[config.mk]
export PLATFORM = sky130hd
export DESIGN_NAME = rxw_wake_filter
export DESIGN_NICKNAME = d
export VERILOG_FILES = /design/src/rtl/rxw_pkg.sv /design/src/rtl/rxw_field_match.sv /design/src/rtl/rxw_verdict.sv /design/src/rtl/rxw_wake_latch.sv /design/src/rtl/rxw_wake_filter.sv
export SDC_FILE = /design/constraint.sdc
export NUM_CORES = 1
export LEC_CHECK = 0
export BUFFER_PORTS_ARGS = -buffer_cell sky130_fd_sc_hd__buf_2
export CORE_MARGIN = 2
export CORE_UTILIZATION = 42
export CTS_CLUSTER_DIAMETER = 200
export CTS_CLUSTER_SIZE = 40
export DETAILED_ROUTE_END_ITERATION = 12
export PLACE_DENSITY_LB_ADDON = 0.08
export SLEW_MARGIN = 25
export SYNTH_ARGS = -nofsm -noshare
export SYNTH_HDL_FRONTEND = slang
export SYNTH_SLANG_ARGS = --single-unit
[constraint.sdc]
create_clock -name clk -period 2.3 [get_ports clk]
set_clock_uncertainty 0.1 [all_clocks]
set_input_delay 0 -clock clk [delete_from_list [all_inputs] [get_ports clk]]
set_output_delay 0 -clock clk [all_outputs]
set_load 0.02 [all_outputs]
[src/rtl/rxw_pkg.sv]
package rxw_pkg;

  localparam int unsigned IDX_W    = 8;
  localparam int unsigned ETH_HDR  = 14;
  localparam int unsigned TPA_OFS  = ETH_HDR + 24;
  localparam int unsigned ARP_LAST = TPA_OFS + 3;
  localparam int unsigned MAC_LAST = 5;

  typedef struct packed {
    logic       care;
    logic [7:0] val;
  } byte_rule_t;

  // Expected byte for an address-resolution request at frame index idx.
  function automatic byte_rule_t arp_rule(input logic [IDX_W-1:0] idx,
                                          input logic [31:0] ip);
    byte_rule_t r;
    r.care = 1'b1;
    r.val  = 8'h00;
    case (int'(idx))
      12: r.val = 8'h08;
      13: r.val = 8'h06;
      14: r.val = 8'h00;
      15: r.val = 8'h01;
      16: r.val = 8'h08;
      17: r.val = 8'h00;
      20: r.val = 8'h00;
      21: r.val = 8'h01;
      TPA_OFS:     r.val = ip[31:24];
      TPA_OFS + 1: r.val = ip[23:16];
      TPA_OFS + 2: r.val = ip[15:8];
      TPA_OFS + 3: r.val = ip[7:0];
      default: r.care = 1'b0;
    endcase
    return r;
  endfunction

  // Expected destination byte for the unicast rule.
  function automatic byte_rule_t mac_rule(input logic [IDX_W-1:0] idx,
                                          input logic [47:0] mac);
    byte_rule_t r;
    r.care = 1'b1;
    r.val  = 8'h00;
    case (int'(idx))
      0: r.val = mac[47:40];
      1: r.val = mac[39:32];
      2: r.val = mac[31:24];
      3: r.val = mac[23:16];
      4: r.val = mac[15:8];
      5: r.val = mac[7:0];
      default: r.care = 1'b0;
    endcase
    return r;
  endfunction

endpackage

[src/rtl/rxw_field_match.sv]
module rxw_field_match
  import rxw_pkg::*;
(
  input  logic        clk,
  input  logic        rst_n,
  input  logic        in_valid,
  input  logic        in_sof,
  input  logic [7:0]  in_data,
  input  logic [47:0] cfg_mac,
  input  logic [31:0] cfg_ip,
  output logic        arp_hit,
  output logic        ucast_hit
);

  localparam logic [IDX_W-1:0] IDX_MAX    = '1;
  localparam logic [IDX_W-1:0] ARP_LAST_I = IDX_W'(ARP_LAST);
  localparam logic [IDX_W-1:0] MAC_LAST_I = IDX_W'(MAC_LAST);

  logic [IDX_W-1:0] idx_q, idx_cur;
  logic             arp_bad_q, mac_bad_q;
  logic             arp_bad_cur, mac_bad_cur;
  byte_rule_t       ar, mr;

  always_comb begin
    idx_cur = in_sof ? '0 : idx_q;
    ar = arp_rule(idx_cur, cfg_ip);
    mr = mac_rule(idx_cur, cfg_mac);
    arp_bad_cur = (in_sof ? 1'b0 : arp_bad_q) | (ar.care && (in_data != ar.val));
    mac_bad_cur = (in_sof ? 1'b0 : mac_bad_q) | (mr.care && (in_data != mr.val))
                | ((idx_cur == '0) && in_data[0]);
    arp_hit   = !arp_bad_cur && (idx_cur >= ARP_LAST_I);
    ucast_hit = !mac_bad_cur && (idx_cur >= MAC_LAST_I);
  end

  always_ff @(posedge clk or negedge rst_n) begin
    if (!rst_n) begin
      idx_q     <= '0;
      arp_bad_q <= 1'b0;
      mac_bad_q <= 1'b0;
    end else if (in_valid) begin
      idx_q     <= (idx_cur == IDX_MAX) ? idx_cur : idx_cur + 1'b1;
      arp_bad_q <= arp_bad_cur;
      mac_bad_q <= mac_bad_cur;
    end
  end

endmodule

[src/rtl/rxw_verdict.sv]
module rxw_verdict (
  input  logic clk,
  input  logic rst_n,
  input  logic in_valid,
  input  logic in_eof,
  input  logic in_err,
  input  logic arp_hit,
  input  logic ucast_hit,
  input  logic arp_en,
  input  logic ucast_en,
  output logic verdict_valid,
  output logic verdict_keep
);

  logic ev_frame_end;
  logic ev_accept;

  assign ev_frame_end = in_valid && in_eof;
  assign ev_accept    = ev_frame_end && !in_err &&
                        ((arp_en && arp_hit) || (ucast_en && ucast_hit));

  always_ff @(posedge clk or negedge rst_n) begin
    if (!rst_n) begin
      verdict_valid <= 1'b0;
      verdict_keep  <= 1'b0;
    end else begin
      verdict_valid <= ev_frame_end;
      verdict_keep  <= ev_accept;
    end
  end

  assert_err_drop_R7: assert property (@(posedge clk) disable iff (!rst_n)
    (in_valid && in_eof && in_err) |=> !verdict_keep);

  assert_keep_qualified_R2: assert property (@(posedge clk) disable iff (!rst_n)
    verdict_keep |-> verdict_valid);

  assert_pulse_only_at_end_R2: assert property (@(posedge clk) disable iff (!rst_n)
    !(in_valid && in_eof) |=> !verdict_valid);

endmodule

[src/rtl/rxw_wake_latch.sv]
module rxw_wake_latch (
  input  logic clk,
  input  logic rst_n,
  input  logic accept,
  input  logic sleep_en,
  input  logic clr,
  output logic wake
);

  logic ev_wake_set;

  assign ev_wake_set = accept && sleep_en;

  always_ff @(posedge clk or negedge rst_n) begin
    if (!rst_n) wake <= 1'b0;
    else        wake <= ev_wake_set | (wake & ~clr);
  end

  assert_wake_cause_R9: assert property (@(posedge clk) disable iff (!rst_n)
    $rose(wake) |-> $past(accept && sleep_en));

  assert_wake_hold_R10: assert property (@(posedge clk) disable iff (!rst_n)
    (wake && !clr) |=> wake);

  assert_wake_clear_R10: assert property (@(posedge clk) disable iff (!rst_n)
    (clr && !(accept && sleep_en)) |=> !wake);

endmodule

[src/rtl/rxw_wake_filter.sv]
module rxw_wake_filter (
  input  logic        clk,
  input  logic        rst_n,
  input  logic        rx_valid,
  input  logic [7:0]  rx_data,
  input  logic        rx_sof,
  input  logic        rx_eof,
  input  logic        rx_err,
  input  logic [47:0] cfg_host_mac,
  input  logic [31:0] cfg_host_ip,
  input  logic        cfg_arp_en,
  input  logic        cfg_ucast_en,
  input  logic        cfg_sleep_en,
  input  logic        wake_clr,
  output logic        fwd_valid,
  output logic [7:0]  fwd_data,
  output logic        fwd_sof,
  output logic        fwd_eof,
  output logic        verdict_valid,
  output logic        verdict_keep,
  output logic        wake
);

  logic arp_hit, ucast_hit;

  rxw_field_match u_match (
    .clk       (clk),
    .rst_n     (rst_n),
    .in_valid  (rx_valid),
    .in_sof    (rx_sof),
    .in_data   (rx_data),
    .cfg_mac   (cfg_host_mac),
    .cfg_ip    (cfg_host_ip),
    .arp_hit   (arp_hit),
    .ucast_hit (ucast_hit)
  );

  rxw_verdict u_verdict (
    .clk           (clk),
    .rst_n         (rst_n),
    .in_valid      (rx_valid),
    .in_eof        (rx_eof),
    .in_err        (rx_err),
    .arp_hit       (arp_hit),
    .ucast_hit     (ucast_hit),
    .arp_en        (cfg_arp_en),
    .ucast_en      (cfg_ucast_en),
    .verdict_valid (verdict_valid),
    .verdict_keep  (verdict_keep)
  );

  rxw_wake_latch u_wake (
    .clk      (clk),
    .rst_n    (rst_n),
    .accept   (verdict_keep),
    .sleep_en (cfg_sleep_en),
    .clr      (wake_clr),
    .wake     (wake)
  );

  // Forwarded stream: one register stage, aligned with the verdict.
  always_ff @(posedge clk or negedge rst_n) begin
    if (!rst_n) begin
      fwd_valid <= 1'b0;
      fwd_data  <= '0;
      fwd_sof   <= 1'b0;
      fwd_eof   <= 1'b0;
    end else begin
      fwd_valid <= rx_valid;
      fwd_data  <= rx_data;
      fwd_sof   <= rx_valid && rx_sof;
      fwd_eof   <= rx_valid && rx_eof;
    end
  end

  assert_passthrough_R1: assert property (@(posedge clk) disable iff (!rst_n)
    rx_valid |=> (fwd_valid && fwd_data == $past(rx_data)));

  assert_verdict_on_last_R2: assert property (@(posedge clk) disable iff (!rst_n)
    verdict_valid |-> (fwd_valid && fwd_eof));

endmodule

### Word level (Yosys, flattened, before mapping)

Cells that the tools add are included.

| storage, ports and cells | value |
|---|---|
| output and inout bits | 14 |
| word-level logic and storage cells | 67 |
| register bits after elaboration | 23 |

| operators by class | value |
|---|---|
| muxes and demuxes | 8 |
| bitwise operators | 6 |
| $lt $le $gt $ge | 2 |
| reduce and logical (&&, ||, !) cells | 21 |
| equal/unequal tests | 20 |
| $add $sub $neg | 1 |

Operators by type and width:

| kind | count |
|---|---|
| case mux 8 bit (7 select lines) | 1 |
| case mux 8 bit (6 select lines) | 1 |
| == test 8 x 4 -> 1 bit (second input constant) | 4 |
| == test 8 x 5 -> 1 bit (second input constant) | 4 |
| == test 8 x 6 -> 1 bit (second input constant) | 4 |
| == test 8 x 2 -> 1 bit (second input constant) | 2 |
| == test 8 x 3 -> 1 bit (second input constant) | 2 |
| two-way mux 8 bit | 2 |
| inequality test 8 bit | 2 |
| logical AND 1 bit | 12 |
| OR reduction 12 bit | 1 |
| adder 8 x 1 -> 8 bit (second input constant) | 1 |
| == test 8 x 1 -> 1 bit (second input constant) | 1 |
| == test 8 bit (second input constant) | 1 |
| greater-or-equal comparator 8 x 3 -> 1 bit (second input constant) | 1 |
| greater-or-equal comparator 8 x 6 -> 1 bit (second input constant) | 1 |
| logical NOT 8 bit | 1 |
| OR reduction 6 bit | 1 |
| two-way mux 1 bit | 4 |
| bitwise OR 1 bit | 4 |
| OR reduction 2 bit | 2 |
| logical NOT 1 bit | 3 |
| AND 1 bit | 1 |
| logical OR 1 bit | 1 |
| NOT 1 bit | 1 |

### Logic depth before layout (Yosys ltp)

Gate-level depths: netlist of run 1.

| depth | value |
|---|---|
| word-level depth | 12 |
| mapped depth | 9 |

### Cells and area by module

Synthesis of run 1 repeated with hierarchy kept, for this count alone.

| second synthesis, totals | value |
|---|---|
| cells, all modules | 243 |
| area total of the unflattened synthesis | 2145.8 um^2 |

Modules (own cells, without submodules):

| module | cells each | area each (um^2) | times used |
|---|---|---|---|
| rxw_field_match | 221 | 1737.9 | 1 |
| rxw_wake_filter | 13 | 287.8 | 1 |
| rxw_verdict | 5 | 78.8 | 1 |
| rxw_wake_latch | 4 | 41.3 | 1 |

### Worst setup path after synthesis of run 1

OpenSTA, ideal clock, no wires.

| timing path | value |
|---|---|
| path kind | reg2reg |
| start point | register u_match.idx_q[4] |
| end point | register u_match.arp_bad_q |
| setup slack | -0.037 ns |
| period minus slack after synthesis | 2.337 ns |
| path buffers | 1 |
| cell stages (with the launch flop) | 9 |
| arrival time | 2.117 ns |
| cell sequence | dfrtp_1 > buf_2 > nor4b_4 > nand2_4 > o22ai_1 > xor2_1 > nor4_1 > a41oi_2 > a22o_1 |

| on the way | value |
|---|---|
| word-level cells in the longest chain between the ends | 7 |

Ends and longest elaborated chain:

| what | line | source |
|---|---|---|
| start: declaration | rxw_field_match.sv:19 | `logic [IDX_W-1:0] idx_q, idx_cur;` |
| start signal: assignment | rxw_field_match.sv:41 | `idx_q <= (idx_cur == IDX_MAX) ? idx_cur : idx_cur + 1'b1;` |
| two-way mux 8 bit (*) | rxw_field_match.sv:25 | `idx_cur = in_sof ? '0 : idx_q;` |
| == test 8 x 4 -> 1 bit / == test 8 x 5 -> 1 bit (equally long branches) | rxw_pkg.sv:20 | `case (int'(idx))` |
| OR reduction 2 bit (no line) | - |  |
| case mux 8 bit (7 select lines) | rxw_pkg.sv:20 |  |
| inequality test 8 bit | rxw_field_match.sv:28 | `arp_bad_cur = (in_sof ? 1'b0 : arp_bad_q) \| (ar.care && (in_data != ar.val));` |
| logical AND 1 bit (*) | rxw_field_match.sv:28 |  |
| bitwise OR 1 bit (*) | rxw_field_match.sv:28 |  |
| end signal: assignment | rxw_field_match.sv:42 | `arp_bad_q <= arp_bad_cur;` |
| end: declaration | rxw_field_match.sv:20 | `logic arp_bad_q, mac_bad_q;` |

Mark *: on every way between the ends. The rest lies on a longest branch, timed or not.
A chain may end at the register's enable or synchronous reset.

### Final worst setup path of run 1

| timing path | value |
|---|---|
| start point | register u_match.idx_q[3] |
| end point | register u_match.mac_bad_q |

| on the way | value |
|---|---|
| word-level cells in the longest chain between the ends | 7 |

Ends and longest elaborated chain:

| what | line | source |
|---|---|---|
| two-way mux 8 bit (*) | rxw_field_match.sv:25 |  |
| == test 8 x 3 -> 1 bit (tied with other cells) | rxw_pkg.sv:44 | `case (int'(idx))` |
| case mux 8 bit (6 select lines) / OR reduction 6 bit (equally long branches) | - |  |
| inequality test 8 bit / two-way mux 1 bit (equally long branches) | rxw_field_match.sv:29, rxw_pkg.sv:44 |  |
| logical AND 1 bit | rxw_field_match.sv:29 | `mac_bad_cur = (in_sof ? 1'b0 : mac_bad_q) \| (mr.care && (in_data != mr.val))` |
| bitwise OR 1 bit | rxw_field_match.sv:29 |  |
| bitwise OR 1 bit (*) | rxw_field_match.sv:30 | `\| ((idx_cur == '0) && in_data[0]);` |
| end signal: assignment | rxw_field_match.sv:43 | `mac_bad_q <= mac_bad_cur;` |
| end: declaration | rxw_field_match.sv:20 |  |

Marks and branches as above.

==> impl_metrics.yaml, run 1 <==
power:
  combPwrFrac_pct: 50.7
  clkPwrFrac_pct: 18.0
  switching_power_w: 0.000507
  pwr_density_cell_nw_per_um2: 396
  swShare_pct: 35.2
  ir_drop_mv: 0.218
  leakage_nw: 1.72
  internal_power_w: 0.000932
  pwr-share-seq_pct: 31.3
clock_tree:
  root_buffer: "clkbuf_8"
  htreeDepth: 1
  cts.clk_slew.worst_paths_ns: 0.09
  cts_made_buffers: 3
  cts_buffer_depth: 2
  cts_tree: "yes"
  clock_latency_ns: 0.27
  numClockSinks: 23
synth:
  syn_area_sq_um: 2150
  ys_ff_latch: 23
  synth_top_area_share_pct: 26.7
  synth_most_common_cell: "dfrtp_1"
  synth_edf_count: 0
  synthArstFlopShare_pct: 100
  avgSynthCellArea_sq_um: 9.16
  synth_nets: 333
  synth_cell_type_count: 63
  synth.top_cells.by_area: "dfrtp_1 (27%), mux2i_1 (5.6%), xor2_1 (5.3%)"
  synthFlopType: "dfrtp_1"
  synth_common_cells: "dfrtp_1 (23), nand3_1 (17), nand2_1 (16)"
  syn_inst: 235
  synth-seq-area-share_pct: 26.7
  yosysWarnings: 0
  synth_top_area_cell: "dfrtp_1"
setup_path:
  crit_required_ns: 2.35
  worstReg2RegStart: "u_match.idx_q[3]$_DFFE_PN0P_"
  arrival_ns: 2.44
  critPathTopFamily: "compound AO/OA/AOI/OAI gates"
  crit_start: "u_match.idx_q[3]$_DFFE_PN0P_"
  critical_path_class: "register to register"
  path_cells: "buf_12 -> nor4b_4 -> buf_4 -> nand2_1 -> o22ai_1 -> o21ai_1 -> a2111oi_4 -> a31oi_2 -> o22a_1"
  start_kind: "register"
  reg2reg_slack_ns: -0.09
  cp_max_fo: 4
  end_kind: "register"
  critPathMaxStageDelay_ns: 0.45
  cp_slowest_cell: "dfrtp_2"
  cp_num_buf_inv: 2
sta:
  hold_violations: 0
  setup_slack_ns: -0.0883
  slew_violations: 0
  tns_ns: -0.202
  setup_viol: 3
  tightest_slew_ns: 0.562
  rsz0062_at_grt: "yes"
  fin_crit_ns: 2.39
  slew_headroom_pct: 62.5
  timing.final.crit_share_pct: 104
  fmax_mhz: 419
min_path:
  holdCritStartpoint: "rx_sof"
  worstHoldPathType: "input pin to register"
floorplanning:
  die_w_um: 75.6
  initial_core_util_pct: 43.0
  dieHeight_um: 75.6
  dieArea_sq_um: 5710
  core.rowCount: 26
  core_area_sq_um: 5010
  num_io_pins: 112
grt:
  grt_max_degree: 24
  grt_pass1_wl_um: 11200
  antenna_found_initial: 0
  grt_pass1_vias: 2428
  grt.overflow.total: 0
  grt_usage_pct: 25.9
detailed_routing:
  drc: 0
  route.detailed.wl_per_inst_um: 15.1
  vias: 2516
  drtIter0Drc: 93
  ant_nets: 0
  first_pass_iters: 5
  via_per_inst: 5.22
  postRouteWirelength_um: 7290
placed_design:
  place_hpwl_um: 5460
  post-place-ws_ns: -0.195
  placed_cells: 450
  place.gp.congestion: 0.835
  portBuffers: 111
layout:
  drive_gt1_share_pct: 56.1
  diodes: 0
  syn_to_final_growth_pct: 69.0
  finalNonFillerCells: 482
  n_fill_cell: 418
  nets: 511
run_status:
  status: "finished with violations"
  violations: "setup timing"
run:
  drv_cap: 0
==> through the flow <==
stage | cell area [sq um] | hold slack [ns] | util [%] | power, W
after CTS | 3470 | 0.0776 | 69.2 | 0.00139
after global routing | 3640 | 0.109 | 72.6 | 0.00153
after detailed placement | 3110 | -0.0805 | 62.1 | 0.00106
after global placement | 3110 | -0.0787 | 62.1 | 0.00106
after floorplan | 2150 | -0.396 | - | 0.000782
final | 3640 | 0.0861 | 72.6 | 0.00144
==> power by group through the flow <==
stage | registers, W | logic (W) | clock network, W
after floorplan | 0.000456 | 0.000326 | 0
after global placement | 0.000459 | 0.000600 | 0
after detailed placement | 0.000460 | 0.000602 | 0
after CTS | 0.000451 | 0.000671 | 0.000264
after global routing | 0.000454 | 0.000794 | 0.000283
final | 0.000451 | 0.000729 | 0.000260
==> cells in the final DEF, fill, tap and decap left out, types with 7 or more instances in the layout <==
cell and count:
a22oi_1 7, buf_2 112, buf_4 56, dfrtp_1 17, dlygate4sd3_1 17, mux2_2 9
mux2i_1 10, nand2_1 16, nand3_1 16, nor2_1 9, xor2_1 13
==> metal layers <==
| metal | share of wire [%] | global-route usage [%] | vias to the layer above |
|---|---|---|---|
| li1 | - | - | 1257 |
| met1 | 46 | 35.5 | 1173 |
| met2 | 49 | 44.2 | 80 |
| met3 | 3.8 | 2.25 | 6 |
| met4 | 0.82 | 6.43 | 0 |
| met5 | 0 | 0 | - |
==> state kept, by name (all words and copies together) (netlist names) <==
signal and flops:
u_verdict.verdict_valid 1, u_verdict.verdict_keep 1, u_wake.wake 1, u_match.mac_bad_q 1, fwd_sof 1, fwd_data 8
fwd_valid 1, u_match.arp_bad_q 1, u_match.idx_q 8
==> worst reg2reg max path: cells and delay by family, from the launching register on <==
family | cells | cell delay, ns
AND/OR/NAND/NOR | 2 | 0.36
buffers and inverters | 2 | 0.32
AO/OA/AOI/OAI | 5 | 1.03
flip-flops | 1 | 0.45
==> path summary, 6_finish.rpt <==
| check | endpoint | cells past startpoint |
|---|---|---|
| max in group asynchronous | u_match.idx_q[6]$_DFFE_PN0P_ | 2 |
| setup / recovery | u_match.mac_bad_q$_DFFE_PN0P_ | 9 |
| setup reg to reg | u_match.mac_bad_q$_DFFE_PN0P_ | 9 |
| min in group asynchronous | fwd_sof$_DFF_PN0_ | 2 |
| hold / removal | u_match.idx_q[4]$_DFFE_PN0P_ | 3 |
| hold reg to reg | u_match.arp_bad_q$_DFFE_PN0P_ | 1 |
==> timing repair <==
item,CTS,global route
resized for setup,15,25
pin swaps,11,12
setup buffers,8,3
hold buffers,17,0
setup endpoints to repair,4,5
endpoints found under the hold margin,37,0
==> final cells by class <==
type                       instances  area [sq um]  share of cell area (%)
multi-input combinational        185          1610                    44.3
timing repair buffer             194          1290                    35.4
sequential                        23           583                    16.0
tap                               70          87.6                    2.41
clock buffer                       3          41.3                    1.14
inverter                           6          22.5                   0.619
clock inverter                     1          5.00                   0.138
==> kinds of logic after synthesis <==
group                  count (synthesis)  synth area share [%]
AO/OA/AOI/OAI                         69                  24.8
XOR/XNOR                              16                  6.51
buffers and inverters                 27                  6.74
flip-flops                            23                  26.7
multiplexers                          24                  11.9
AND/OR/NAND/NOR                       76                  23.3
(Power assumes the default switching activity.)
==> inputs of run 2 (changes only) <==
--- a/config.mk
+++ b/config.mk
@@ -5,9 +5,10 @@
 export SDC_FILE = /design/constraint.sdc
 export NUM_CORES = 1
 export LEC_CHECK = 0
+export ABC_AREA = 1
 export BUFFER_PORTS_ARGS = -buffer_cell sky130_fd_sc_hd__buf_2
 export CORE_MARGIN = 2
-export CORE_UTILIZATION = 42
+export CORE_UTILIZATION = 43
 export CTS_CLUSTER_DIAMETER = 200
 export CTS_CLUSTER_SIZE = 40
 export DETAILED_ROUTE_END_ITERATION = 12
==> run 2 against run 1 <==
Compared with the run above: sequential share of layout area increased by 0.79 points; critical path type unchanged; critical endpoint is now u_verdict.verdict_keep$_DFF_PN0_; maximum frequency increased by 4.8%; via count rose by 19%; the run now ends clean; first-iteration DRC count up 98%; die area is 4.6% higher; wire length increased by 12%.
==> impl_metrics.yaml, run 2 <==
synth:
  yosysWarnings: 0
  synth-seq-area-share_pct: 24.9
  syn_area_sq_um: 2310
  syn_inst: 366
  synth_common_cells: "nand2_1 (106), nand3_1 (92), inv_1 (38)"
  avgSynthCellArea_sq_um: 6.31
  synth_top_area_share_pct: 24.9
  synth_cell_type_count: 35
  synth_nets: 464
  synth_top_area_cell: "dfrtp_1"
  ys_ff_latch: 23
  synth_edf_count: 0
  synth_most_common_cell: "nand2_1"
  synthArstFlopShare_pct: 100
  synth.top_cells.by_area: "dfrtp_1 (25%), nand3_1 (20%), nand2_1 (17%)"
  synthFlopType: "dfrtp_1"
power:
  combPwrFrac_pct: 42.8
  leakage_nw: 1.84
  clkPwrFrac_pct: 22.2
  ir_drop_mv: 0.245
  pwr-share-seq_pct: 35.0
  switching_power_w: 0.000505
  internal_power_w: 0.000787
  total_power_w: 0.00129
  pwr_density_cell_nw_per_um2: 377
  swShare_pct: 39.1
setup_path:
  arrival_ns: 2.39
  cp_max_fo: 6
  critical_path_class: "register to register"
  cp_num_buf_inv: 2
  critPathMaxStageDelay_ns: 0.43
  r2r_cells: 17
  path_cells: "nand2_2 -> nand2_4 -> buf_6 -> nor2_8 -> clkbuf_16 -> nand3_1 -> nand2_1 -> nor2_1 -> nand2_1 -> nand2_1 -> nand2_1 -> nand2_1 -> nor2_2 -> nand2_1 -> nand2_2 -> nand3_2 -> a21oi_2"
  worst-path-stages: 17
  start_kind: "register"
  cp_slowest_cell: "dfrtp_1"
  critPathTopFamily: "simple AND/OR/NAND/NOR gates"
  end_kind: "register"
  cp_common_cell: "nand2_1"
  crit_required_ns: 2.41
min_path:
  hold_depth: 4
  worstHoldPathType: "input pin to register"
grt:
  grt_pass1_vias: 2652
  grt.overflow.total: 0
  grt_usage_pct: 24.4
  grt_pass1_wl_um: 12000
  grt_max_degree: 28
  antenna_found_initial: 0
floorplanning:
  core_area_sq_um: 5140
  dieArea_sq_um: 5970
  dieHeight_um: 77.3
  die_w_um: 77.3
  num_io_pins: 112
  core.rowCount: 26
  initial_core_util_pct: 44.9
layout:
  reg_top3: "fwd_data: 8 flops, u_match.idx_q: 8 flops"
  n_fill_cell: 485
  final_cell_mix: "buf_2 (111), nand2_1 (102), nand3_1 (85), inv_1 (36), nor2_1 (26)"
  syn_to_final_growth_pct: 48.4
  diodes: 0
  final_common_cell: "buf_2"
  nets: 606
  finalNonFillerCells: 577
  drive_gt1_share_pct: 36.3
detailed_routing:
  vias: 2987
  drtIter0Drc: 184
  drc: 0
  postRouteWirelength_um: 8140
  route.detailed.wl_per_inst_um: 14.1
  ant_nets: 0
  first_pass_iters: 5
  via_per_inst: 5.18
clock_tree:
  clock_latency_ns: 0.29
  cts_buffer_depth: 2
  cts.clk_slew.worst_paths_ns: 0.09
  numClockSinks: 23
  cts_tree: "yes"
  cts_made_buffers: 3
  root_buffer: "clkbuf_8"
  htreeDepth: 1
placed_design:
  placed_cells: 542
  portBuffers: 111
  place.gp.congestion: 0.855
  place_hpwl_um: 5450
sta:
  hold_violations: 0
  tightest_slew_ns: 0.560
  fmax_mhz: 439
  rsz0062_at_grt: "yes"
  setup_viol: 0
  slew_violations: 0
  timing.final.crit_share_pct: 99.1
  fin_crit_ns: 2.28
  slew_headroom_pct: 62.7
  tns_ns: 0
run:
  drv_cap: 0
run_status:
  status: "finished, final reports clean"
## run 2: worst min-delay path: stages
cell	delay (ns)
buf_2	0.10
a21boi_0	0.13
nand3_2	0.08
a21oi_2	0.05
## run 2: path summary, 6_finish.rpt
check	slack, ns	start	end
setup / recovery	0.02	u_match.idx_q[7]$_DFFE_PN0P_	u_verdict.verdict_keep$_DFF_PN0_
max in group asynchronous	1.58	rst_n	u_match.idx_q[0]$_DFFE_PN0P_
hold / removal	0.02	cfg_ucast_en	u_verdict.verdict_keep$_DFF_PN0_
hold reg to reg	0.41	u_match.idx_q[6]$_DFFE_PN0P_	u_match.idx_q[6]$_DFFE_PN0P_
setup reg to reg	0.02	u_match.idx_q[7]$_DFFE_PN0P_	u_verdict.verdict_keep$_DFF_PN0_
min in group asynchronous	0.12	rst_n	u_match.idx_q[2]$_DFFE_PN0P_
## run 2: cells by family (layout without fill, tap and decap cells)
kind of cell / Yosys count / after routing / share of synthesized area [%]
and+or+nand+nor: 260 / 265 / 55.4
buffers and inverters: 52 / 188 / 10.6
DFF: 23 / 23 / 24.9
xor gates and xnor gates: 6 / 6 / 2.28
AOI/OAI and AO/OA: 25 / 25 / 6.77
## run 2: timing repair
item	in CTS	in global routing
endpoints found under the hold margin	39	0
pin swaps	2	18
setup endpoints to repair	1	4
hold buffers	17	0
gates resized for setup	4	22
buffers inserted	1	1
cloned	3	9
## run 2: power by group through the flow
stage / clock network [W] / logic, W / registers, W
finish: 0.000287 / 0.000553 / 0.000452
global route: 0.000302 / 0.000609 / 0.000456
CTS: 0.000287 / 0.000488 / 0.000450
detailed placement: 0 / 0.000446 / 0.000456
global placement: 0 / 0.000442 / 0.000457
floorplan: 0 / 0.000271 / 0.000469
## run 2: routing by layer
metal | track usage [%] | vias up | routed length, um
li1 | - | 1490 | -
met5 | 0 | - | 0
met3 | 3.06 | 9 | 536
met1 | 33.6 | 1355 | 3610
met2 | 40.6 | 133 | 3910
met4 | 5.89 | 0 | 80
## run 2: area by class of cell
type	instances	area, sq um	share of cell area [%]
Multi-Input combinational cell	296	1610	47.0
Timing Repair Buffer	143	948	27.7
Sequential cell	23	577	16.8
Inverter	41	154	4.49
Tap cell	70	87.6	2.55
Clock buffer	3	41.3	1.20
Clock inverter	1	7.51	0.219
## run 2: metrics by stage
| stage | cell area (sq um) | hold WS [ns] | setup slack [ns] | utilization, % |
|---|---|---|---|---|
| after global placement | 2930 | -0.0845 | 0.0138 | 57.0 |
| final | 3430 | 0.0167 | 0.0204 | 66.7 |
| after detailed placement | 2930 | -0.0716 | -0.0215 | 57.0 |
| after floorplan | 2310 | -0.396 | 0.418 | - |
| after CTS | 3210 | 0.00948 | 0.00211 | 62.5 |
| after global routing | 3430 | 0.0195 | -0.120 | 66.7 |
